**config.mk**
```make
export PLATFORM = sky130hd
export DESIGN_NAME = dot_fault_monitor
export DESIGN_NICKNAME = d
export VERILOG_FILES = /design/src/rtl/dfm_pkg.sv /design/src/rtl/dfm_seq.sv /design/src/rtl/dfm_store.sv /design/src/rtl/dfm_irq.sv /design/src/rtl/dot_fault_monitor.sv
export SDC_FILE = /design/constraint.sdc
export NUM_CORES = 1
export LEC_CHECK = 0
export ABC_AREA = 0
export BUFFER_PORTS_ARGS = -buffer_cell sky130_fd_sc_hd__buf_4
export CORE_ASPECT_RATIO = 1.25
export CORE_MARGIN = 2
export CORE_UTILIZATION = 45
export CTS_CLUSTER_SIZE = 40
export DETAILED_ROUTE_END_ITERATION = 8
export HOLD_SLACK_MARGIN = 0.05
export PLACE_DENSITY = 0.71
export SLEW_MARGIN = 40
export SYNTH_ARGS = -nofsm -noshare
export SYNTH_HDL_FRONTEND = slang
export SYNTH_HIERARCHICAL = 1
export SYNTH_SLANG_ARGS = --single-unit
```
**constraint.sdc**
```tcl
create_clock -name clk -period 4.4 [get_ports clk]
set_input_delay 0.88 -clock clk [delete_from_list [all_inputs] [get_ports clk]]
set_output_delay 0.88 -clock clk [all_outputs]
set_load 0.02 [all_outputs]
```
**src/rtl/dfm_pkg.sv**
```systemverilog
package dfm_pkg;

   typedef enum logic [1:0] {
      MODE_IDLE  = 2'b00,
      MODE_OPEN  = 2'b01,
      MODE_SHORT = 2'b10,
      MODE_HOLD  = 2'b11
   } det_mode_e;

   localparam int MASK_OPEN_BIT  = 0;
   localparam int MASK_SHORT_BIT = 1;
   localparam int MASK_AUTO_BIT  = 4;

   function automatic logic is_active(input logic [1:0] code);
      return (code == MODE_OPEN) || (code == MODE_SHORT);
   endfunction

   function automatic int bytes_per_row(input int cols);
      return (cols + 7) / 8;
   endfunction

endpackage

```
**src/rtl/dfm_seq.sv**
```systemverilog
module dfm_seq
   import dfm_pkg::*;
#(
   parameter int ROWS       = 6,
   parameter int ROW_CYCLES = 4,
   localparam int RW = (ROWS > 1) ? $clog2(ROWS) : 1,
   localparam int CW = (ROW_CYCLES > 1) ? $clog2(ROW_CYCLES) : 1
) (
   input  logic          clk,
   input  logic          rst_n,
   input  logic [1:0]    det_mode,
   output logic          busy,
   output logic [RW-1:0] row,
   output logic          is_short,
   output logic          start,
   output logic          sample,
   output logic          done
);

   logic          armed_q;
   logic          busy_q;
   logic [RW-1:0] row_q;
   logic          short_q;
   logic          last_cyc;

   assign start  = !busy_q && armed_q && is_active(det_mode);
   assign sample = busy_q && last_cyc;
   assign done   = sample && (row_q == RW'(ROWS - 1));

   generate
      if (ROW_CYCLES == 1) begin : g_single
         assign last_cyc = 1'b1;
      end else begin : g_multi
         logic [CW-1:0] cyc_q;
         always_ff @(posedge clk or negedge rst_n) begin
            if (!rst_n)                cyc_q <= '0;
            else if (start || sample)  cyc_q <= '0;
            else if (busy_q)           cyc_q <= cyc_q + 1'b1;
         end
         assign last_cyc = (cyc_q == CW'(ROW_CYCLES - 1));
      end
   endgenerate

   always_ff @(posedge clk or negedge rst_n) begin
      if (!rst_n) begin
         armed_q <= 1'b1;
         busy_q  <= 1'b0;
         row_q   <= '0;
         short_q <= 1'b0;
      end else begin
         if (det_mode == MODE_IDLE) armed_q <= 1'b1;
         else if (start)            armed_q <= 1'b0;
         if (start) begin
            busy_q  <= 1'b1;
            row_q   <= '0;
            short_q <= (det_mode == MODE_SHORT);
         end else if (done) begin
            busy_q  <= 1'b0;
            row_q   <= '0;
         end else if (sample) begin
            row_q   <= row_q + 1'b1;
         end
      end
   end

   assign busy     = busy_q;
   assign row      = row_q;
   assign is_short = short_q;


   start_src_chk: assert property (@(posedge clk) disable iff (!rst_n)
      $rose(busy_q) |-> is_active($past(det_mode)));


   row_bound_chk: assert property (@(posedge clk) disable iff (!rst_n)
      busy_q |-> (row_q <= RW'(ROWS - 1)));


   row_step_chk: assert property (@(posedge clk) disable iff (!rst_n)
      (busy_q && $past(busy_q) && !$past(sample)) |-> $stable(row_q));

endmodule

```
**src/rtl/dfm_store.sv**
```systemverilog
module dfm_store
   import dfm_pkg::*;
#(
   parameter int ROWS     = 6,
   parameter int COLS     = 30,
   parameter int BASE_OFS = 3,
   localparam int RW     = (ROWS > 1) ? $clog2(ROWS) : 1,
   localparam int NB     = bytes_per_row(COLS),
   localparam int STRIDE = NB + 1
) (
   input  logic            clk,
   input  logic            rst_n,
   input  logic            clear,
   input  logic            wr_en,
   input  logic [RW-1:0]   wr_row,
   input  logic [COLS-1:0] wr_bits,
   input  logic [7:0]      rd_addr,
   output logic [7:0]      rd_data,
   output logic            any_set
);

   logic [COLS-1:0] mem  [ROWS];
   logic [NB*8-1:0] wide [ROWS];

   generate
      for (genvar r = 0; r < ROWS; r++) begin : g_row
         always_ff @(posedge clk or negedge rst_n) begin
            if (!rst_n)                                 mem[r] <= '0;
            else if (clear)                             mem[r] <= '0;
            else if (wr_en && (wr_row == RW'(r)))       mem[r] <= wr_bits;
         end
         assign wide[r] = (NB*8)'(mem[r]);
      end
   endgenerate

   always_comb begin
      rd_data = 8'h00;
      for (int r = 0; r < ROWS; r++) begin
         for (int b = 0; b < NB; b++) begin
            if (rd_addr == 8'(BASE_OFS + r*STRIDE + b))
               rd_data = wide[r][b*8 +: 8];
         end
      end
   end

   always_comb begin
      any_set = 1'b0;
      for (int r = 0; r < ROWS; r++) any_set = any_set | (|mem[r]);
   end


   clear_prio_chk: assert property (@(posedge clk) disable iff (!rst_n)
      clear |-> !wr_en);


   wr_row_chk: assert property (@(posedge clk) disable iff (!rst_n)
      wr_en |-> (wr_row <= RW'(ROWS - 1)));

endmodule

```
**src/rtl/dfm_irq.sv**
```systemverilog
module dfm_irq #(
   parameter int AC_LIMIT = 800,
   localparam int ACW = $clog2(AC_LIMIT + 1)
) (
   input  logic       clk,
   input  logic       rst_n,
   input  logic       done,
   input  logic       done_short,
   input  logic       hit,
   input  logic       en_open,
   input  logic       en_short,
   input  logic       en_auto,
   input  logic       stat_rd,
   output logic [1:0] status,
   output logic       irq_n
);

   logic [1:0]     stat_q;
   logic           act_q;
   logic [ACW-1:0] cnt_q;
   logic           found;
   logic           fire;

   assign found = done && hit;
   assign fire  = found && (done_short ? en_short : en_open);

   always_ff @(posedge clk or negedge rst_n) begin
      if (!rst_n) begin
         stat_q <= 2'b00;
      end else begin
         if (found)        stat_q[done_short] <= 1'b1;
         if (stat_rd) begin
            stat_q <= 2'b00;
            if (found)     stat_q[done_short] <= 1'b1;
         end
      end
   end

   always_ff @(posedge clk or negedge rst_n) begin
      if (!rst_n) begin
         act_q <= 1'b0;
         cnt_q <= '0;
      end else if (fire) begin
         act_q <= 1'b1;
         cnt_q <= '0;
      end else if (stat_rd) begin
         act_q <= 1'b0;
         cnt_q <= '0;
      end else if (act_q && en_auto) begin
         if (cnt_q == ACW'(AC_LIMIT)) begin
            act_q <= 1'b0;
            cnt_q <= '0;
         end else begin
            cnt_q <= cnt_q + 1'b1;
         end
      end
   end

   assign status = stat_q;
   assign irq_n  = !act_q;


   read_clear_chk: assert property (@(posedge clk) disable iff (!rst_n)
      (stat_rd && !done) |=> (status == 2'b00 && irq_n));


   irq_src_chk: assert property (@(posedge clk) disable iff (!rst_n)
      $fell(irq_n) |-> $past(found));


   hold_low_chk: assert property (@(posedge clk) disable iff (!rst_n)
      (act_q && !en_auto && !stat_rd) |=> !irq_n);


   cnt_bound_chk: assert property (@(posedge clk) disable iff (!rst_n)
      cnt_q <= ACW'(AC_LIMIT));

endmodule

```
**src/rtl/dot_fault_monitor.sv**
```systemverilog
module dot_fault_monitor
   import dfm_pkg::*;
#(
   parameter int ROWS       = 6,
   parameter int COLS       = 30,
   parameter int ROW_CYCLES = 4,
   parameter int BASE_OFS   = 3,
   parameter int CLK_KHZ    = 100,
   parameter int AUTOCLR_MS = 8,
   localparam int RW       = (ROWS > 1) ? $clog2(ROWS) : 1,
   localparam int AC_LIMIT = CLK_KHZ * AUTOCLR_MS
) (
   input  logic            clk,
   input  logic            rst_n,
   input  logic [1:0]      det_mode,
   input  logic [7:0]      int_mask,
   input  logic            stat_rd,
   input  logic [COLS-1:0] flt_bits,
   output logic            scan_busy,
   output logic [RW-1:0]   scan_row,
   output logic            scan_short,
   input  logic [7:0]      rd_addr,
   output logic [7:0]      rd_data,
   output logic [7:0]      stat_byte,
   output logic            irq_n
);

   localparam int NB     = bytes_per_row(COLS);
   localparam int STRIDE = NB + 1;

   generate
      if (COLS < 1 || COLS > 32) begin : g_bad_cols
         $fatal(1, "COLS must lie in 1..32");
      end
      if (ROWS < 2) begin : g_bad_rows
         $fatal(1, "ROWS must be at least 2");
      end
      if (ROW_CYCLES < 1) begin : g_bad_cyc
         $fatal(1, "ROW_CYCLES must be at least 1");
      end
      if (BASE_OFS + ROWS*STRIDE > 256) begin : g_bad_map
         $fatal(1, "fault window exceeds the byte address space");
      end
      if (AC_LIMIT < 1) begin : g_bad_ac
         $fatal(1, "auto-release time must be nonzero");
      end
   endgenerate

   logic          start, sample, done, busy, is_short, any_set;
   logic [RW-1:0] row;
   logic [1:0]    status;
   logic          unused_mask;

   assign unused_mask = ^{int_mask[7:5], int_mask[3:2]};

   dfm_seq #(.ROWS(ROWS), .ROW_CYCLES(ROW_CYCLES)) u_seq (
      .clk(clk), .rst_n(rst_n), .det_mode(det_mode),
      .busy(busy), .row(row), .is_short(is_short),
      .start(start), .sample(sample), .done(done)
   );

   dfm_store #(.ROWS(ROWS), .COLS(COLS), .BASE_OFS(BASE_OFS)) u_store (
      .clk(clk), .rst_n(rst_n), .clear(start),
      .wr_en(sample), .wr_row(row), .wr_bits(flt_bits),
      .rd_addr(rd_addr), .rd_data(rd_data), .any_set(any_set)
   );

   dfm_irq #(.AC_LIMIT(AC_LIMIT)) u_irq (
      .clk(clk), .rst_n(rst_n), .done(done), .done_short(is_short),
      .hit(any_set | (|flt_bits)),
      .en_open(int_mask[MASK_OPEN_BIT]), .en_short(int_mask[MASK_SHORT_BIT]),
      .en_auto(int_mask[MASK_AUTO_BIT]), .stat_rd(stat_rd),
      .status(status), .irq_n(irq_n)
   );

   assign scan_busy  = busy;
   assign scan_row   = row;
   assign scan_short = is_short;
   assign stat_byte  = {6'b000000, status};


   stat_rise_chk: assert property (@(posedge clk) disable iff (!rst_n)
      (stat_byte[1:0] != 2'b00 && $past(stat_byte[1:0]) == 2'b00) |-> $past(done));


   kind_stable_chk: assert property (@(posedge clk) disable iff (!rst_n)
      (scan_busy && $past(scan_busy)) |-> $stable(scan_short));

endmodule

```
==> run summary, run 1 <==
final critical delay including setup and external delays: 4110 ps
layout cell share with drive strength beyond 1: 12.7%
Via density: 6.42
post-DP HPWL: 30900 microns
transition time at the pin with the least slew margin: 832 ps
Post-CTS Hold Buffers: 0
# resized after CTS: 0
total number of vias: 11400
grt ovf: 0
primary flip-flop cell chosen by synthesis mapping: sky130_fd_sc_hd__dfrtp_1
Chip Width: 144 microns
top post-synthesis cells by area: sky130_fd_sc_hd__dfrtp_1 (45%), sky130_fd_sc_hd__nand2_1 (14%), sky130_fd_sc_hd__a21oi_1 (11%)
total area of sequential cells: 5030 sq um
portion of netlist area occupied by mux cells: 1.98%
async set-reset flop share out of synthesis: 100%
total negative slack: 0 ps
list of most frequent post-synthesis cells: sky130_fd_sc_hd__nand2_1 (421), sky130_fd_sc_hd__a21oi_1 (233), sky130_fd_sc_hd__dfrtp_1 (200)
first-pass GRT wire length: 66600 microns
crit share post-route: 93.3%
worst voltage drop across the vdd grid: 293 uV
distinct cell type count of the synthesized netlist: 81
overall global routing resource usage: 34.7%
simple logic cell fraction of the synthesized area: 26.7%
Post-Synthesis Cell Area: 11100 sq um
largest net degree at the start of global routing: 91
number of antenna-violating nets in the routed design: 0
Synth Area in Compound Gates: 20.7%
drt wl/cell: 25.1 microns
via count of the first global-routing pass: 10700
Nets: 1488
filler instances: 2374
critical path endpoint category: primary output
Yosys warning count: 6
number of synthesized register bits: 201
leakage dissipation: 5.33 nW
crit path max-delay cell type: sky130_fd_sc_hd__or4_4
TritonCTS Buffers: 22
area of the placeable core: 24300 sq um
post-synthesis average cell area: 7.99 sq um
startpoint type of the worst setup path: input port
share of synthesized area occupied by flip-flops and latches: 45.5%
clock sink total: 201
cell type with the largest total area after synthesis: sky130_fd_sc_hd__dfrtp_1
Crit Path Class: input port to primary output
total wirelength of the detailed-routed design: 44400 microns
Iter 0 DRT Violations: 1647
count of mapped cells out of synthesis: 1385
number of antenna violations at the first check in global routing: 2
most frequent cell after synthesis: sky130_fd_sc_hd__nand2_1
adder and majority gate portion of the synthesized area: 0.792%
tightest slew margin relative to the limit: 44.5%
final estimated routing congestion in global placement: 1.04
number of flops mapped to enable cells by yosys: 0
H-tree depth: 1
area share of xor/xnor cells in the synthesized design: 0.0792%
Die ar.: 25900 sq um
number of post-CTS setup repair buffers: 0
clock tree from TritonCTS: yes
stage delay of the slowest cell on the critical path: 620 ps
number of endpoints with negative hold slack in the final report: 0
detailed-route DRC error count: 0
final setup violation count: 0
status: complete, no violations
ordered cell list for the critical path: buf_4 > or4_4 > a211o_1 > a211o_1 > a32oi_1 > o21ai_1 > a211oi_2 > buf_4
CTS clk-pin slew, worst paths: 60 ps
# rows: 64
initial cell density of the core: 45.4%
critical path arrival: 3230 ps
Area growth, synth to finish: 15.4%
largest family of logic cells by synthesized area: simple AND/OR/NAND/NOR gates
unrepaired setup endpoints after global routing: no
I/O pin count: 73
Max Slew Vio Count: 0
fraction of synthesized cell area taken by the top area cell type: 45.3%
class of the worst hold path: input port to async pin
Multi-input gate area: 5620 sq um
clock root buffer: sky130_fd_sc_hd__clkbuf_16
Die Y: 179 microns
buffer levels on the longest clock path: 3
buffers added on ports: 61
total power after layout: 7.50 mW
max-cap check violation count: 0
detailed-routing iteration count for the pre-antenna-repair pass: 6
Fmax achieved: 244 MHz
clock insertion delay at the later pin of the skew report: 530 ps
required arrival time at the worst endpoint: 3520 ps
skew final: 9.77 ps
crit path max fanout: 9
pwr/cell area: 588 nW/um^2
[cell usage in the layout (no fill, tap or decap), types with 18 or more instances in the layout]
cell                        count
sky130_fd_sc_hd__nand2_1      421
sky130_fd_sc_hd__a21oi_1      233
sky130_fd_sc_hd__dfrtp_1      200
sky130_fd_sc_hd__buf_4        111
sky130_fd_sc_hd__nor2_1        55
sky130_fd_sc_hd__nor4_1        54
sky130_fd_sc_hd__o21ai_0       36
sky130_fd_sc_hd__nand3_1       26
sky130_fd_sc_hd__clkbuf_16     22
sky130_fd_sc_hd__nand4_1       18
[where the power goes]
part | switching [mW] | internal, mW
clock | 0.784 | 1.13
combinational | 1.22 | 0.888
sequential | 0.887 | 2.59
[final cells by class]
| class | instances | area share [%] |
|---|---|---|
| diodes | 1 | 0.0196 |
| clock buffers | 26 | 4.59 |
| clock inverters | 10 | 1.17 |
| inverters | 13 | 0.383 |
| multi-input cells | 1077 | 44.1 |
| flip-flops and latches | 201 | 39.4 |
| well taps | 330 | 3.24 |
| repair buffers | 115 | 7.11 |
[metal layers]
layer | up-vias | share of wire [%] | GRT usage [%]
li1 | 4970 | - | -
met1 | 5516 | 39 | 47.2
met2 | 723 | 45 | 52.3
met3 | 166 | 9.6 | 6.36
met4 | 2 | 6.3 | 19.4
met5 | - | 0.029 | 0
[kinds of logic after synthesis]
kind of cell | Yosys count
and+or+nand+nor | 660
AOI/OAI and AO/OA | 385
DFF | 201
buffers and inverters | 112
muxes | 18
adders and majority gates | 7
other | 1
xor gates and xnor gates | 1
[worst max-delay path, delay by kind of cell]
kind,cells,cell delay (ps)
AOI/OAI and AO/OA,5,1380
buffers and inverters,2,340
and+or+nand+nor,1,620
[metrics by stage]
| stage | setup slack, ps | instances | area, sq um | util [%] | hold WS [ps] |
|---|---|---|---|---|---|
| 6_report | 294 | 1773 | 12800 | 52.4 | 393 |
| 4_1_cts | 376 | 1772 | 12800 | 52.4 | 400 |
| 3_5_place_dp | 383 | 1736 | 12000 | 49.4 | 483 |
| 5_1_grt | 208 | 1773 | 12800 | 52.4 | 426 |
| 3_3_place_gp | 362 | 1736 | 12000 | 49.4 | 473 |
| 2_1_floorplan | 781 | 1390 | 11100 | - | 462 |
[path summary, 6_finish.rpt]
kind | slack (ps) | to | depth (start not counted) | from
max | 290 | rd_data[1] | 8 | rd_addr[7]
min | 390 | u_store/mem[35] | 1 | rst_n
max reg2reg | 600 | u_irq/cnt_q[6] | 10 | u_store/mem[175]
min reg2reg | 490 | u_seq/armed_q | 2 | u_seq/armed_q
max in group asynchronous | 3050 | u_store/mem[30] | 2 | rst_n
min in group clk | 490 | u_seq/armed_q | 2 | u_seq/armed_q
[sequential cells by signal (all words and copies together), names as in the netlist]
| signal | flops |
|---|---|
| u_seq/is_short | 1 |
| u_irq/cnt_q | 10 |
| u_seq/g_multi.cyc_q | 2 |
| u_seq/armed_q | 1 |
| u_seq/busy | 1 |
| u_seq/row | 3 |
| u_irq/status | 2 |
| u_irq/act_q | 1 |
| u_store/mem | 180 |
Power figures use the tool's default switching activity.
==> inputs of run 2 (changes only) <==
CTS_CLUSTER_SIZE = unset   (was 40)
SYNTH_HIERARCHICAL = unset   (was 1)
==> run 2 against run 1 <==
  * Routed wire length is 1.1% lower
  * Clock power grew 6%
  * Final cell count up 0.68%
  * Worst hold slack worse by 97 ps
  * First-iteration DRC count down 32%
  * Synthesized area is 1.7% higher
  * Critical endpoint is now rd_data[0]
  * Largest cell class unchanged
==> run summary, run 2 <==
overall global routing resource usage: 32.9% (was 34.7%)
final estimated routing congestion in global placement: 1.07 (was 1.04)
Post-CTS Hold Buffers: 0 (unchanged)
grt ovf: 0 (unchanged)
post-DP HPWL: 30700 microns (was 30900 microns)
number of endpoints with negative hold slack in the final report: 0 (unchanged)
buffer levels on the longest clock path: 3 (unchanged)
final setup violation count: 0 (unchanged)
primary flip-flop cell chosen by synthesis mapping: sky130_fd_sc_hd__dfrtp_1 (unchanged)
critical path arrival: 3270 ps (was 3230 ps)
total negative slack: 0 ps (unchanged)
final critical delay including setup and external delays: 4150 ps (was 4110 ps)
Area growth, synth to finish: 14.2% (was 15.4%)
startpoint type of the worst setup path: input port (unchanged)
Die Y: 181 microns (was 179 microns)
# resized after CTS: 0 (unchanged)
Largest register FFs: 180 (unchanged)
Yosys warning count: 0 (was 6)
list of most frequent post-synthesis cells: sky130_fd_sc_hd__nand2_1 (413), sky130_fd_sc_hd__a21oi_1 (207), sky130_fd_sc_hd__dfrtp_1 (200) (was sky130_fd_sc_hd__nand2_1 (421), sky130_fd_sc_hd__a21oi_1 (233), sky130_fd_sc_hd__dfrtp_1 (200))
top post-synthesis cells by area: sky130_fd_sc_hd__dfrtp_1 (44%), sky130_fd_sc_hd__nand2_1 (14%), sky130_fd_sc_hd__a21oi_1 (9.2%) (was sky130_fd_sc_hd__dfrtp_1 (45%), sky130_fd_sc_hd__nand2_1 (14%), sky130_fd_sc_hd__a21oi_1 (11%))
# rows: 64 (unchanged)
buffers added on ports: 61 (unchanged)
class of the worst hold path: input port to async pin (unchanged)
filler instances: 2405 (was 2374)
distinct cell type count of the synthesized netlist: 72 (was 81)
post-synthesis average cell area: 7.91 sq um (was 7.99 sq um)
worst voltage drop across the vdd grid: 371 uV (was 293 uV)
Chip Width: 145 microns (was 144 microns)
fraction of synthesized cell area taken by the top area cell type: 44.5% (was 45.3%)
via count of the first global-routing pass: 10600 (was 10700)
Die ar.: 26300 sq um (was 25900 sq um)
layout cell share with drive strength beyond 1: 11.2% (was 12.7%)
Inserted Diodes: 0 (was 1)
clock insertion delay at the later pin of the skew report: 530 ps (about the same)
largest net degree at the start of global routing: 158 (was 91)
async set-reset flop share out of synthesis: 100% (unchanged)
skew final: 14.5 ps (was 9.77 ps)
detailed-route DRC error count: 0 (unchanged)
required arrival time at the worst endpoint: 3520 ps (about the same)
detailed-routing iteration count for the pre-antenna-repair pass: 7 (was 6)
total wirelength of the detailed-routed design: 43900 microns (was 44400 microns)
clock tree from TritonCTS: yes (unchanged)
critical path endpoint category: primary output (unchanged)
number of flops mapped to enable cells by yosys: 0 (unchanged)
share of synthesized area occupied by flip-flops and latches: 44.7% (was 45.5%)
transition time at the pin with the least slew margin: 729 ps (was 832 ps)
Via density: 6.29 (was 6.42)
crit share post-route: 94.3% (was 93.3%)
Max Slew Vio Count: 0 (unchanged)
first-pass GRT wire length: 66000 microns (was 66600 microns)
total number of vias: 11200 (was 11400)
top register by number of flip-flops: u_store.mem (was u_store/mem)
initial cell density of the core: 45.9% (was 45.4%)
Worst R2R End: u_irq.cnt_q[6] (was u_irq/cnt_q[6])
crit path max fanout: 5 (was 9)
Post-Synthesis Cell Area: 11300 sq um (was 11100 sq um)
Nets: 1500 (was 1488)
Final Cell Area: 12900 sq um (was 12800 sq um)
drt wl/cell: 24.6 microns (was 25.1 microns)
count of mapped cells out of synthesis: 1422 (was 1385)
number of post-CTS setup repair buffers: 0 (unchanged)
most frequent cell after synthesis: sky130_fd_sc_hd__nand2_1 (unchanged)
worst reg-to-reg setup slack: 1560 ps (was 600 ps)
H-tree depth: 1 (unchanged)
I/O pin count: 73 (unchanged)
number of antenna violations at the first check in global routing: 0 (was 2)
number of synthesized register bits: 201 (unchanged)
tightest slew margin relative to the limit: 50.9% (was 44.5%)
worst reg2reg startpoint: u_store.mem[86] (was u_store/mem[175])
status: complete, no violations (unchanged)
CTS clk-pin slew, worst paths: 60 ps (about the same)
clock root buffer: sky130_fd_sc_hd__clkbuf_16 (unchanged)
Iter 0 DRT Violations: 1112 (was 1647)
area of the placeable core: 24500 sq um (was 24300 sq um)
most used cells in the layout excluding fill and tap cells: sky130_fd_sc_hd__nand2_1 (410), sky130_fd_sc_hd__a21oi_1 (206), sky130_fd_sc_hd__dfrtp_1 (200) (was sky130_fd_sc_hd__nand2_1 (421), sky130_fd_sc_hd__a21oi_1 (233), sky130_fd_sc_hd__dfrtp_1 (200))
clock sink total: 201 (unchanged)
pwr/cell area: 568 nW/um^2 (was 588 nW/um^2)
commonest non-fill, non-tap cell in the layout: sky130_fd_sc_hd__nand2_1 (unchanged)
area post-placement: 12100 sq um (was 12000 sq um)
leakage dissipation: 5.40 nW (was 5.33 nW)
TritonCTS Buffers: 22 (unchanged)
cell type with the largest total area after synthesis: sky130_fd_sc_hd__dfrtp_1 (unchanged)
worst r2r path cells: 6 (was 10)
Fmax achieved: 241 MHz (was 244 MHz)
Crit Path Class: input port to primary output (unchanged)
number of antenna-violating nets in the routed design: 0 (unchanged)
max-cap check violation count: 0 (unchanged)
unrepaired setup endpoints after global routing: no (unchanged)
## run 2: changes by cell type after synthesis, sizes merged, moves of 9 or more
cell	before	now
a21oi	233	207
nand2	422	413
o21ai	38	75
o22ai	13	23
## run 2: worst max-delay path by stage
stage | slack [ps] | endpoint | from | depth (start not counted)
finish | 250 | rd_data[0] | rd_addr[7] | 8
global route | 180 | rd_data[2] | rd_addr[7] | 9
CTS | 320 | rd_data[0] | rd_addr[7] | 8
detailed placement | 330 | rd_data[0] | rd_addr[7] | 8
global placement | 380 | rd_data[2] | rd_addr[7] | 7
floorplan | 800 | rd_data[2] | rd_addr[7] | 7
## run 2: metrics by stage
step	hold WS [ps]	utilization [%]	setup WS, ps	power, mW	cells
6_report	295	52.5	251	7.30	1785
5_1_grt	320	52.5	182	7.68	1785
4_1_cts	318	52.4	319	7.27	1784
3_5_place_dp	491	49.2	333	5.27	1744
3_3_place_gp	484	49.2	384	5.17	1744
2_1_floorplan	465	-	796	4.36	1427
## run 2: where the power goes
| group | leakage, nW | internal (mW) | switching, mW |
|---|---|---|---|
| Combinational | 2.37 | 0.798 | 1.18 |
| Sequential | 2.66 | 2.52 | 0.799 |
| Clock | 0.375 | 1.20 | 0.819 |
## run 2: layer usage
metal | wire [microns] | track usage (%) | vias up
li1 | - | - | 5043
met1 | 16900 | 41.7 | 5467
met2 | 20300 | 52.3 | 554
met3 | 3360 | 5.98 | 155
met4 | 3310 | 20.3 | 0
met5 | 0 | 0 | -
## run 2: final cells by class
cell class / count / area (sq um) / area share (%)
timing repair buffer: 98 / 800 / 6.22
inverter: 18 / 67.6 / 0.526
multi-input combinational: 1098 / 5760 / 44.8
clock inverter: 15 / 204 / 1.59
sequential: 201 / 5030 / 39.1
clock buffer: 25 / 582 / 4.53
tap: 330 / 413 / 3.21
## run 2: cell families after synthesis
kind of cell | Yosys count | synth area share, %
compound gates | 408 | 21.3
xor+xnor | 3 | 0.234
fa+ha+maj | 10 | 1.11
buf+inv | 128 | 4.61
flops | 201 | 44.7
mux | 21 | 1.95
other cells | 1 | 0.0333
simple gates | 650 | 26.1
## run 2: worst max-delay path: stages
cell and delay [ps]:
sky130_fd_sc_hd__buf_4 130, sky130_fd_sc_hd__or4_1 620, sky130_fd_sc_hd__or4_1 450, sky130_fd_sc_hd__a21oi_1 180, sky130_fd_sc_hd__o221ai_1 210, sky130_fd_sc_hd__a211oi_1 380, sky130_fd_sc_hd__o22ai_1 200, sky130_fd_sc_hd__buf_4 210
